--- src/rtl/xw_pkg.sv ---
package xw_pkg;

  typedef enum logic [2:0] {
    S_IDLE,
    S_L1_ISSUE,
    S_L1_WAIT,
    S_L2_ISSUE,
    S_L2_WAIT,
    S_DONE,
    S_FAULT
  } walk_state_t;

  typedef enum logic [2:0] {
    K_FAULT,
    K_TABLE,
    K_SECT,
    K_LARGE,
    K_SMALL
  } desc_kind_t;

endpackage

--- src/rtl/xw_slot_addr.sv ---
module xw_slot_addr #(
  parameter int AW    = 32,
  parameter int IDX_W = 12
) (
  input  logic [AW-1:0]    base,
  input  logic [IDX_W-1:0] idx,
  output logic [AW-1:0]    addr
);
  localparam int WORD_SHIFT = 2;

  // each descriptor is one 32-bit word
  assign addr = base + (AW'(idx) << WORD_SHIFT);
endmodule

--- src/rtl/xw_desc_decode.sv ---
module xw_desc_decode import xw_pkg::*; #(
  parameter int LEVEL = 1
) (
  input  logic [1:0]  code,
  output desc_kind_t  kind
);
  generate
    if (LEVEL == 1) begin : g_first
      always_comb begin
        case (code)
          2'b01:   kind = K_TABLE;
          2'b10:   kind = K_SECT;
          default: kind = K_FAULT;
        endcase
      end
    end else begin : g_second
      always_comb begin
        if (code[1])      kind = K_SMALL;
        else if (code[0]) kind = K_LARGE;
        else              kind = K_FAULT;
      end
    end
  endgenerate
endmodule

--- src/rtl/xw_paddr_build.sv ---
module xw_paddr_build import xw_pkg::*; #(
  parameter int AW          = 32,
  parameter int SECT_SHIFT  = 20,
  parameter int LARGE_SHIFT = 16,
  parameter int SMALL_SHIFT = 12
) (
  input  desc_kind_t    kind,
  input  logic [AW-1:0] entry,
  input  logic [AW-1:0] vaddr,
  output logic [AW-1:0] paddr
);
  localparam logic [AW-1:0] SECT_OFS  = (AW'(1) << SECT_SHIFT)  - AW'(1);
  localparam logic [AW-1:0] LARGE_OFS = (AW'(1) << LARGE_SHIFT) - AW'(1);
  localparam logic [AW-1:0] SMALL_OFS = (AW'(1) << SMALL_SHIFT) - AW'(1);

  always_comb begin
    case (kind)
      K_SECT:  paddr = (entry & ~SECT_OFS)  | (vaddr & SECT_OFS);
      K_LARGE: paddr = (entry & ~LARGE_OFS) | (vaddr & LARGE_OFS);
      K_SMALL: paddr = (entry & ~SMALL_OFS) | (vaddr & SMALL_OFS);
      default: paddr = '0;
    endcase
  end
endmodule

--- src/rtl/xw_fsm.sv ---
module xw_fsm import xw_pkg::*; (
  input  logic        clk,
  input  logic        rst_n,
  input  logic        req_valid,
  input  logic        rd_req_ready,
  input  logic        rd_resp_valid,
  input  desc_kind_t  kind_l1,
  input  desc_kind_t  kind_l2,
  output walk_state_t st
);
  walk_state_t nxt;

  always_comb begin
    nxt = st;
    case (st)
      S_IDLE:     if (req_valid) nxt = S_L1_ISSUE;
      S_L1_ISSUE: if (rd_req_ready) nxt = S_L1_WAIT;
      S_L1_WAIT: begin
        if (rd_resp_valid) begin
          if (kind_l1 == K_SECT)       nxt = S_DONE;
          else if (kind_l1 == K_TABLE) nxt = S_L2_ISSUE;
          else                         nxt = S_FAULT;
        end
      end
      S_L2_ISSUE: if (rd_req_ready) nxt = S_L2_WAIT;
      S_L2_WAIT: begin
        if (rd_resp_valid) begin
          if (kind_l2 == K_LARGE || kind_l2 == K_SMALL) nxt = S_DONE;
          else                                          nxt = S_FAULT;
        end
      end
      S_DONE, S_FAULT: nxt = S_IDLE;
      default:         nxt = S_IDLE;
    endcase
  end

  always_ff @(posedge clk or negedge rst_n) begin
    if (!rst_n) st <= S_IDLE;
    else        st <= nxt;
  end

  // a request seen while idle starts the first-level fetch
  assert_accept_R10: assert property (@(posedge clk) disable iff (!rst_n)
    (st == S_IDLE && req_valid) |=> (st == S_L1_ISSUE));

  // a stray response while idle leaves the walker idle
  assert_stray_resp_R12: assert property (@(posedge clk) disable iff (!rst_n)
    (st == S_IDLE && !req_valid && rd_resp_valid) |=> (st == S_IDLE));
endmodule

--- src/rtl/xlat_walker.sv ---
module xlat_walker import xw_pkg::*; #(
  parameter int AW          = 32,
  parameter int SECT_SHIFT  = 20,
  parameter int LARGE_SHIFT = 16,
  parameter int SMALL_SHIFT = 12,
  parameter int L2_ALIGN    = 10
) (
  input  logic          clk,
  input  logic          rst_n,
  input  logic [AW-1:0] table_base,
  input  logic          req_valid,
  output logic          req_ready,
  input  logic [AW-1:0] req_vaddr,
  output logic          rd_req_valid,
  input  logic          rd_req_ready,
  output logic [AW-1:0] rd_addr,
  input  logic          rd_resp_valid,
  input  logic [AW-1:0] rd_resp_data,
  output logic          done,
  output logic [AW-1:0] paddr,
  output logic          fault,
  output logic [AW-1:0] fault_vaddr
);
  localparam int L1_IDX_W = AW - SECT_SHIFT;
  localparam int L2_IDX_W = SECT_SHIFT - SMALL_SHIFT;
  localparam logic [AW-1:0] L2_BASE_MASK = ~((AW'(1) << L2_ALIGN) - AW'(1));

  walk_state_t   st;
  desc_kind_t    kind_l1, kind_l2, kind_sel;
  logic [AW-1:0] vaddr_q, base_q, l2base_q, result_q;
  logic [AW-1:0] l1_addr, l2_addr, paddr_nxt;

  xw_fsm u_fsm (
    .clk           (clk),
    .rst_n         (rst_n),
    .req_valid     (req_valid),
    .rd_req_ready  (rd_req_ready),
    .rd_resp_valid (rd_resp_valid),
    .kind_l1       (kind_l1),
    .kind_l2       (kind_l2),
    .st            (st)
  );

  xw_slot_addr #(.AW(AW), .IDX_W(L1_IDX_W)) u_l1_addr (
    .base (base_q),
    .idx  (vaddr_q[AW-1:SECT_SHIFT]),
    .addr (l1_addr)
  );

  xw_slot_addr #(.AW(AW), .IDX_W(L2_IDX_W)) u_l2_addr (
    .base (l2base_q),
    .idx  (vaddr_q[SECT_SHIFT-1:SMALL_SHIFT]),
    .addr (l2_addr)
  );

  xw_desc_decode #(.LEVEL(1)) u_dec_l1 (.code(rd_resp_data[1:0]), .kind(kind_l1));
  xw_desc_decode #(.LEVEL(2)) u_dec_l2 (.code(rd_resp_data[1:0]), .kind(kind_l2));

  assign kind_sel = (st == S_L2_WAIT) ? kind_l2 : kind_l1;

  xw_paddr_build #(
    .AW(AW), .SECT_SHIFT(SECT_SHIFT), .LARGE_SHIFT(LARGE_SHIFT), .SMALL_SHIFT(SMALL_SHIFT)
  ) u_build (
    .kind  (kind_sel),
    .entry (rd_resp_data),
    .vaddr (vaddr_q),
    .paddr (paddr_nxt)
  );

  always_ff @(posedge clk or negedge rst_n) begin
    if (!rst_n) begin
      vaddr_q  <= '0;
      base_q   <= '0;
      l2base_q <= '0;
      result_q <= '0;
    end else begin
      if (st == S_IDLE && req_valid) begin
        vaddr_q <= req_vaddr;
        base_q  <= table_base;
      end
      if (st == S_L1_WAIT && rd_resp_valid) begin
        l2base_q <= rd_resp_data & L2_BASE_MASK;
        result_q <= paddr_nxt;
      end
      if (st == S_L2_WAIT && rd_resp_valid) begin
        result_q <= paddr_nxt;
      end
    end
  end

  assign req_ready    = (st == S_IDLE);
  assign rd_req_valid = (st == S_L1_ISSUE) || (st == S_L2_ISSUE);
  assign rd_addr      = (st == S_L2_ISSUE) ? l2_addr : l1_addr;
  assign done         = (st == S_DONE);
  assign fault        = (st == S_FAULT);
  assign paddr        = result_q;
  assign fault_vaddr  = vaddr_q;

  assert_done_pulse_R9: assert property (@(posedge clk) disable iff (!rst_n)
    done |=> (!done && !fault && req_ready));

  assert_fault_pulse_R9: assert property (@(posedge clk) disable iff (!rst_n)
    fault |=> (!fault && !done && req_ready));

  assert_ready_quiet_R10: assert property (@(posedge clk) disable iff (!rst_n)
    req_ready |-> (!rd_req_valid && !done && !fault));

  assert_one_outstanding_R11: assert property (@(posedge clk) disable iff (!rst_n)
    (rd_req_valid && rd_req_ready) |=> !rd_req_valid);

  assert_hold_read_R11: assert property (@(posedge clk) disable iff (!rst_n)
    (rd_req_valid && !rd_req_ready) |=> (rd_req_valid && $stable(rd_addr)));
endmodule

--- config.mk ---
export PLATFORM = sky130hd
export DESIGN_NAME = xlat_walker
export DESIGN_NICKNAME = d
export VERILOG_FILES = /design/src/rtl/xw_pkg.sv /design/src/rtl/xw_slot_addr.sv /design/src/rtl/xw_desc_decode.sv /design/src/rtl/xw_paddr_build.sv /design/src/rtl/xw_fsm.sv /design/src/rtl/xlat_walker.sv
export SDC_FILE = /design/constraint.sdc
export NUM_CORES = 1
export LEC_CHECK = 0
export BUFFER_PORTS_ARGS = -buffer_cell sky130_fd_sc_hd__buf_2
export CAP_MARGIN = 20
export CORE_MARGIN = 2
export CORE_UTILIZATION = 46
export DETAILED_ROUTE_END_ITERATION = 10
export PLACE_DENSITY = 0.83
export SLEW_MARGIN = 20
export SYNTH_ARGS = -nofsm -noshare
export SYNTH_HDL_FRONTEND = slang
export SYNTH_SLANG_ARGS = --single-unit
--- constraint.sdc ---
create_clock -name clk -period 2.35 [get_ports clk]
set_input_delay 0.235 -clock clk [delete_from_list [all_inputs] [get_ports clk]]
set_output_delay 0.235 -clock clk [all_outputs]
set_load 0.02 [all_outputs]
==> results of run 1 <==
[kinds of logic after synthesis]
kind of cell               count (synthesis)
AOI/OAI and AO/OA                        121
xor gates and xnor gates                  22
adders and majority gates                 18
muxes                                     87
and+or+nand+nor                          135
buffers and inverters                     43
DFF                                      121
[registers in the layout (all words and copies together), names as in the netlist]
name         cells
paddr           32
u_fsm.st         3
fault_vaddr     32
base_q          32
l2base_q        22
[power breakdown]
part           leakage [uW]  switching [uW]  internal [uW]
sequential          0.00150             904           3020
clock              0.000282            1020           1580
combinational       0.00223            4970           4010
[path summary, 6_finish.rpt]
path                                 start  slack (ns)  depth (start not counted)          end
min in group asynchronous            rst_n        0.23                          2    base_q[5]
min reg2reg                      base_q[1]        0.48                          1    base_q[1]
min                          table_base[1]        0.03                          2    base_q[1]
max                        fault_vaddr[20]       -0.53                          9  rd_addr[16]
max in group asynchronous            rst_n        1.40                          3  u_fsm.st[0]
max reg2reg                    u_fsm.st[2]        0.29                          7     paddr[0]
[cell usage in the layout (no fill, tap or decap), types with 4 or more instances in the layout]
cell                        synthesis  routed
sky130_fd_sc_hd__a21o_1             4       4
sky130_fd_sc_hd__o211ai_1           5       5
sky130_fd_sc_hd__and3_1             4       4
sky130_fd_sc_hd__o21ai_0           10       7
sky130_fd_sc_hd__buf_2              9     166
sky130_fd_sc_hd__nor3_1             9       8
sky130_fd_sc_hd__mux2i_1            4       4
sky130_fd_sc_hd__ha_4               0       9
sky130_fd_sc_hd__a22oi_1           11      11
sky130_fd_sc_hd__nor2_2             0       4
sky130_fd_sc_hd__mux2_1            81      81
sky130_fd_sc_hd__a22o_1            24      24
sky130_fd_sc_hd__nand3_1           10       9
sky130_fd_sc_hd__clkinv_4           0       5
sky130_fd_sc_hd__xnor2_1           12       8
sky130_fd_sc_hd__a21oi_1           21      10
sky130_fd_sc_hd__dfrtp_1          121     118
sky130_fd_sc_hd__o21ai_2            0       8
sky130_fd_sc_hd__o21ai_1           22      17
sky130_fd_sc_hd__ha_1              17       7
sky130_fd_sc_hd__xnor2_2            0       4
sky130_fd_sc_hd__nand2_1           58      56
sky130_fd_sc_hd__buf_6              3      15
sky130_fd_sc_hd__buf_4             14      43
sky130_fd_sc_hd__buf_12             0       5
sky130_fd_sc_hd__nor2_1            22      17
sky130_fd_sc_hd__a21oi_2            1      11
sky130_fd_sc_hd__xor2_1            10      10
sky130_fd_sc_hd__clkbuf_16          0      17
sky130_fd_sc_hd__nand4_1            6       6
sky130_fd_sc_hd__inv_1              6       6
sky130_fd_sc_hd__and2_1             9       8
[cell type report]
class                      instances  area (sq um)  share of cell area (%)
clock inverter                    15           169                    1.97
multi-input combinational        383          3270                    38.1
tap                              176           220                    2.56
clock buffer                      17           425                    4.95
timing repair buffer             230          1430                    16.7
inverter                           9          33.8                   0.393
sequential                       121          3030                    35.3
[per-layer routing]
layer | vias up | part of all wire [%] | global-route usage [%]
met5 | - | 0 | 0
met4 | 0 | 3.0 | 9.85
met3 | 47 | 5.5 | 5.13
met2 | 215 | 49 | 37.7
met1 | 2540 | 42 | 30.4
li1 | 2423 | - | -
[through the flow]
| step | hold slack [ns] | area, sq um |
|---|---|---|
| 2_1_floorplan | -0.0606 | 6280 |
| 3_5_place_dp | 0.114 | 7560 |
| 6_report | 0.0330 | 8590 |
| 3_3_place_gp | 0.112 | 7560 |
| 4_1_cts | 0.00998 | 8450 |
| 5_1_grt | 0.0188 | 8590 |
[timing repair]
| action | 4_1_cts | 5_1_grt |
|---|---|---|
| pin swaps | 51 | 13 |
| gates resized for setup | 67 | 25 |
| setup buffers | 6 | 2 |
| hold buffers | 1 | 0 |
| hold endpoints to repair | 52 | 0 |
| endpoints found under the setup margin | 26 | 28 |
| cloned | 1 | 0 |
==> qor.tcl, run 1 <==
set qor(clk_latency_ns) 0.42
set qor(critPathMaxFanout) 3
set qor(grt_max_degree) 39
set qor(die_area_sq_um) 14400
set qor(synth_simple_gate_area_share_pct) 10.9
set qor(violations) {negative setup slack}
set qor(critPathSlowestCell) {sky130_fd_sc_hd__dfrtp_2}
set qor(number_of_routed_nets_with_antenna_violations) 0
set qor(grt_antenna_before_repair) 0
set qor(total_power_uw) 15500
set qor(hold_path_class) {in2reg}
set qor(final_max_slew_viol_count) 0
set qor(post-synth-top-count-cell) {sky130_fd_sc_hd__dfrtp_1}
set qor(yosys-top-cells-count) {sky130_fd_sc_hd__dfrtp_1, sky130_fd_sc_hd__mux2_1, sky130_fd_sc_hd__nand2_1, sky130_fd_sc_hd__a22o_1}
set qor(post_layout_nonfiller_instances) 951
set qor(synth_xor_xnor_area_share_pct) 3.11
set qor(synth-edff-count) 0
set qor(maxSlewHeadroom_pct) 65.1
set qor(die_height_um) 120
set qor(drv.max_cap_violation_count) 0
set qor(tns_ns) -9.51
set qor(cts_num_sinks) 121
set qor(vdd_drop_max_mv) 1.16
set qor(synthDistinctLibCells) 54
set qor(overflow) 0
set qor(timing.critical_path.cells) {ha_4, fa_2, a21o_1, a31o_4, buf_6, a21oi_4, nor2_2, o211ai_1, buf_4}
set qor(htreeDepth) 4
set qor(clk_pin_slew_worst_paths_ns) 0.06
set qor(rsz0062_at_grt) {true}
set qor(numCtsBuffers) 17
set qor(cp-end-kind) {output port}
set qor(placedCellCount) 912
set qor(routabilityCongestion) 0.863
set qor(clock-skew-final_ns) 0.00707
set qor(antenna-diode-count) 0
set qor(layout_setup_ws_ns) -0.529
set qor(grt_first_pass_wirelength_mm) 26.1
set qor(avgViaCountPerCell) 5.49
set qor(final_util_pct) 65.1
set qor(yosys_warns) 0
set qor(n_fill_cell) 987
set qor(post_synthesis_net_count) 666
set qor(drt_iter0_drc) 291
set qor(cp.required_ns) 2.12
set qor(grt_pass1_vias) 5090
set qor(vias) 5225
set qor(drc_errors) 0
set qor(core-area_sq_um) 13200
set qor(netlist.top_cell.by_area) {sky130_fd_sc_hd__dfrtp_1}
set qor(placementRows) 42
set qor(syn-instance-count) 547
set qor(period_minus_slack_ns) 2.88
set qor(final_setup_violating_endpoints) 26
set qor(syn-mean-instance-area_sq_um) 11.3
set qor(synth_async_sr_flop_share_pct) 100
set qor(area_delta_synth_final_pct) 38.8
set qor(ctsRootBufferMaster) {sky130_fd_sc_hd__clkbuf_16}
set qor(min_period_over_period_pct) 122
set qor(io-pin-count) 201
set qor(drive_above_1_share_pct) 42.8
set qor(crit_buf_inv) 2
set qor(drt-total-wl_mm) 16.9
set qor(cts_tree) {built}
set qor(chipWidth_um) 120
set qor(cpLargestDelayFamily) {compound AO/OA/AOI/OAI gates}
set qor(synth_area_sq_um) 6190
set qor(status) {complete, but fails checks}
set qor(grt.total_usage_pct) 23.4
set qor(power_per_cell_area_nw_per_um2) 1810
set qor(hold_viol_final) 0
set qor(synth.area.mux_share_pct) 15.8
set qor(wire_per_inst_um) 17.8
set qor(synth_largest_type_area_fraction_pct) 48.9
set qor(fmaxAchievable_ghz) 0.347
set qor(setup_cp_type) {reg2out}
set qor(synth_compound_area_share_pct) 13.5
set qor(dpl.hpwl_mm) 11.5
set qor(synth.area.top_cells) {sky130_fd_sc_hd__dfrtp_1, sky130_fd_sc_hd__mux2_1, sky130_fd_sc_hd__nand2_1}
set qor(cts_buffer_depth) 2
set qor(critPathArrivalTime_ns) 2.64
set qor(synth-seq-cells) 121
set qor(placement.setup.worst_slack_ns) -0.128
set qor(initial_cell_density_of_the_core_pct) 46.9
set qor(setup_crit_start_kind) {register}
set qor(final_net_count) 881
set qor(synthAdderAreaFrac_pct) 3.76
set qor(synth_ff_type) {sky130_fd_sc_hd__dfrtp_1}
set qor(static_leakage_uw) 0.00401
set qor(cpPeakStageDelay_ns) 0.42
set qor(port_buf_inserts) 192
set qor(synth_top_family_by_area) {multiplexers}
set qor(timing_worst_slew_pin_value_ns) 0.519
set qor(synth-seq-area-share_pct) 48.9
set qor(drt_pass1_iterations) 5
No activity file was read; power rests on OpenSTA's default activity.
==> inputs of run 2 (changes only) <==
==> constraint.sdc (replaced) <==
create_clock -name clk -period 2.35 [get_ports clk]
set_input_delay 0.3525 -clock clk [delete_from_list [all_inputs] [get_ports clk]]
set_output_delay 0.3525 -clock clk [all_outputs]
set_load 0.02 [all_outputs]
==> qor.tcl, run 2 (same netlist as run 1, synthesis figures left out) <==
set qor(die_height_um) 120
set qor(ctsRootBufferMaster) {sky130_fd_sc_hd__clkbuf_16}
set qor(overflow) 0
set qor(ff2ff_setup_slack_ns) 0.24
set qor(hold_viol_final) 0
set qor(clk_pin_slew_worst_paths_ns) 0.06
set qor(min_period_over_period_pct) 129
set qor(critPathMaxFanout) 5
set qor(final_net_count) 897
set qor(source_of_the_critical_timing_path) {base_q[6]}
set qor(chipWidth_um) 120
set qor(placement.setup.worst_slack_ns) -0.296
set qor(port_buf_inserts) 192
set qor(cp.required_ns) 2.00
set qor(drv.max_cap_violation_count) 0
set qor(layout.cells.most_common) {sky130_fd_sc_hd__buf_2}
set qor(min_path_cells) 2
set qor(timing.critical_path.cells) {ha_4, o211ai_1, nor3_2, o21ai_2, a21oi_2, buf_6, buf_6, mux2i_1, nand2_1, buf_6}
set qor(vias) 5310
set qor(tns_ns) -14.21
set qor(period_minus_slack_ns) 3.04
set qor(grt_pass1_vias) 5339
set qor(multiInputGateArea_sq_um) 3290
set qor(power_per_cell_area_nw_per_um2) 1820
set qor(n_fill_cell) 949
set qor(static_leakage_uw) 0.00406
set qor(final_max_slew_viol_count) 0
set qor(initial_cell_density_of_the_core_pct) 46.9
set qor(violations) {negative setup slack}
set qor(r2r-start) {u_fsm.st[0]}
set qor(r2r_cell_count) 8
set qor(die_area_sq_um) 14400
set qor(setup_cp_type) {reg2out}
set qor(status) {complete, but fails checks}
set qor(io-pin-count) 201
set qor(cts_num_sinks) 121
set qor(grt_max_degree) 68
set qor(fmaxAchievable_ghz) 0.329
set qor(grt_first_pass_wirelength_mm) 27.0
set qor(layout_common_cells) {sky130_fd_sc_hd__buf_2, sky130_fd_sc_hd__dfrtp_1, sky130_fd_sc_hd__mux2_1, sky130_fd_sc_hd__buf_4, sky130_fd_sc_hd__nand2_1}
set qor(number_of_routed_nets_with_antenna_violations) 0
set qor(dpl.hpwl_mm) 11.7
set qor(layout_setup_ws_ns) -0.686
set qor(rsz0062_at_grt) {true}
set qor(placementRows) 42
set qor(drive_above_1_share_pct) 43.6
set qor(core-area_sq_um) 13200
set qor(cts_buffer_depth) 2
set qor(final_setup_violating_endpoints) 26
set qor(cp-end-kind) {output port}
set qor(grt_antenna_before_repair) 1
set qor(critPathSlowestCell) {sky130_fd_sc_hd__dfrtp_1}
set qor(ff_latch_area_sq_um) 3030
set qor(setup_crit_start_kind) {register}
set qor(hold-path-endpoint) {base_q[21]}
set qor(cpPeakStageDelay_ns) 0.40
set qor(crit_buf_inv) 3
set qor(clk_latency_ns) 0.42
set qor(hold_path_startpoint) {table_base[21]}
set qor(drc_errors) 0
set qor(timing_worst_slew_pin_value_ns) 0.484
set qor(drt_pass1_iterations) 5
set qor(avgViaCountPerCell) 5.49
set qor(vdd_drop_max_mv) 1.13
set qor(path_common_cell) {sky130_fd_sc_hd__buf_6}
set qor(htreeDepth) 4
set qor(cts_tree) {built}
set qor(drt-total-wl_mm) 17.5
set qor(numCtsBuffers) 17
set qor(area_delta_synth_final_pct) 40.7
set qor(clock-skew-final_ns) 0.00760
set qor(drt_iter0_drc) 372
set qor(critPathArrivalTime_ns) 2.68
set qor(maxSlewHeadroom_pct) 67.4
set qor(hold_path_class) {in2reg}
set qor(cpLargestDelayFamily) {compound AO/OA/AOI/OAI gates}
set qor(wire_per_inst_um) 18.1
set qor(grt.total_usage_pct) 24.4
set qor(routabilityCongestion) 0.897
set qor(rr_endpoint) {paddr[21]}
-- run 2: worst max-delay path by stage --
| stage | to | slack [ns] | cells past startpoint |
|---|---|---|---|
| floorplan | rd_addr[20] | -0.10 | 8 |
| global placement | rd_addr[19] | -0.22 | 9 |
| detailed placement | rd_addr[19] | -0.30 | 9 |
| CTS | rd_addr[26] | -0.59 | 10 |
| global route | rd_addr[29] | -0.75 | 10 |
| finish | rd_addr[29] | -0.69 | 10 |
-- run 2: worst reg2reg max path, stage by stage (launching register included) --
cell	delay, ns
sky130_fd_sc_hd__dfrtp_1	0.42
sky130_fd_sc_hd__buf_4	0.19
sky130_fd_sc_hd__nor2_1	0.16
sky130_fd_sc_hd__and2_1	0.20
sky130_fd_sc_hd__mux2i_1	0.08
sky130_fd_sc_hd__or2_1	0.35
sky130_fd_sc_hd__a21oi_4	0.16
sky130_fd_sc_hd__buf_4	0.30
sky130_fd_sc_hd__a22o_1	0.20
-- run 2: routing by layer --
layer	global-route usage, %	wire, um	up-vias
met1	30.7	7440	2592
met4	13.9	668	0
li1	-	-	2450
met2	38.7	8490	214
met3	5.37	880	54
met5	0	0	-
-- run 2: final cells by class --
cell class / count / share of cell area [%]
Antenna cell: 1 / 0.0287
Clock buffer: 17 / 4.89
Clock inverter: 15 / 1.68
Inverter: 9 / 0.388
Multi-Input combinational cell: 383 / 37.7
Sequential cell: 121 / 34.8
Tap cell: 176 / 2.53
Timing Repair Buffer: 246 / 17.9
-- run 2: power by group --
| part | total (uW) | leakage, uW | internal, uW | switching, uW |
|---|---|---|---|---|
| clock | 2500 | 0.000277 | 1410 | 1090 |
| sequential | 3860 | 0.00150 | 3020 | 842 |
| combinational | 9530 | 0.00229 | 4340 | 5180 |
| total | 15900 | 0.00406 | 8760 | 7110 |
-- run 2: per-stage QoR --
| stage | hold WS [ns] | util (%) | power (uW) | instance area [sq um] | instances |
|---|---|---|---|---|---|
| 4_1_cts | 0.126 | 65.0 | 15300 | 8580 | 962 |
| 5_1_grt | 0.136 | 66.0 | 16700 | 8710 | 968 |
| 6_report | 0.141 | 66.0 | 15900 | 8710 | 968 |
| 3_5_place_dp | 0.305 | 58.5 | 11800 | 7720 | 925 |
| 3_3_place_gp | 0.303 | 58.5 | 11600 | 7720 | 925 |
| 2_1_floorplan | 0.0569 | - | 8970 | 6350 | 547 |
-- run 2: timing repair --
item	CTS	global route
pin swaps	25	24
gates cloned	0	1
buffers inserted	5	4
endpoints found under the hold margin	24	0
hold buffers	1	0
gates resized for setup	58	25
endpoints found under the setup margin	26	28
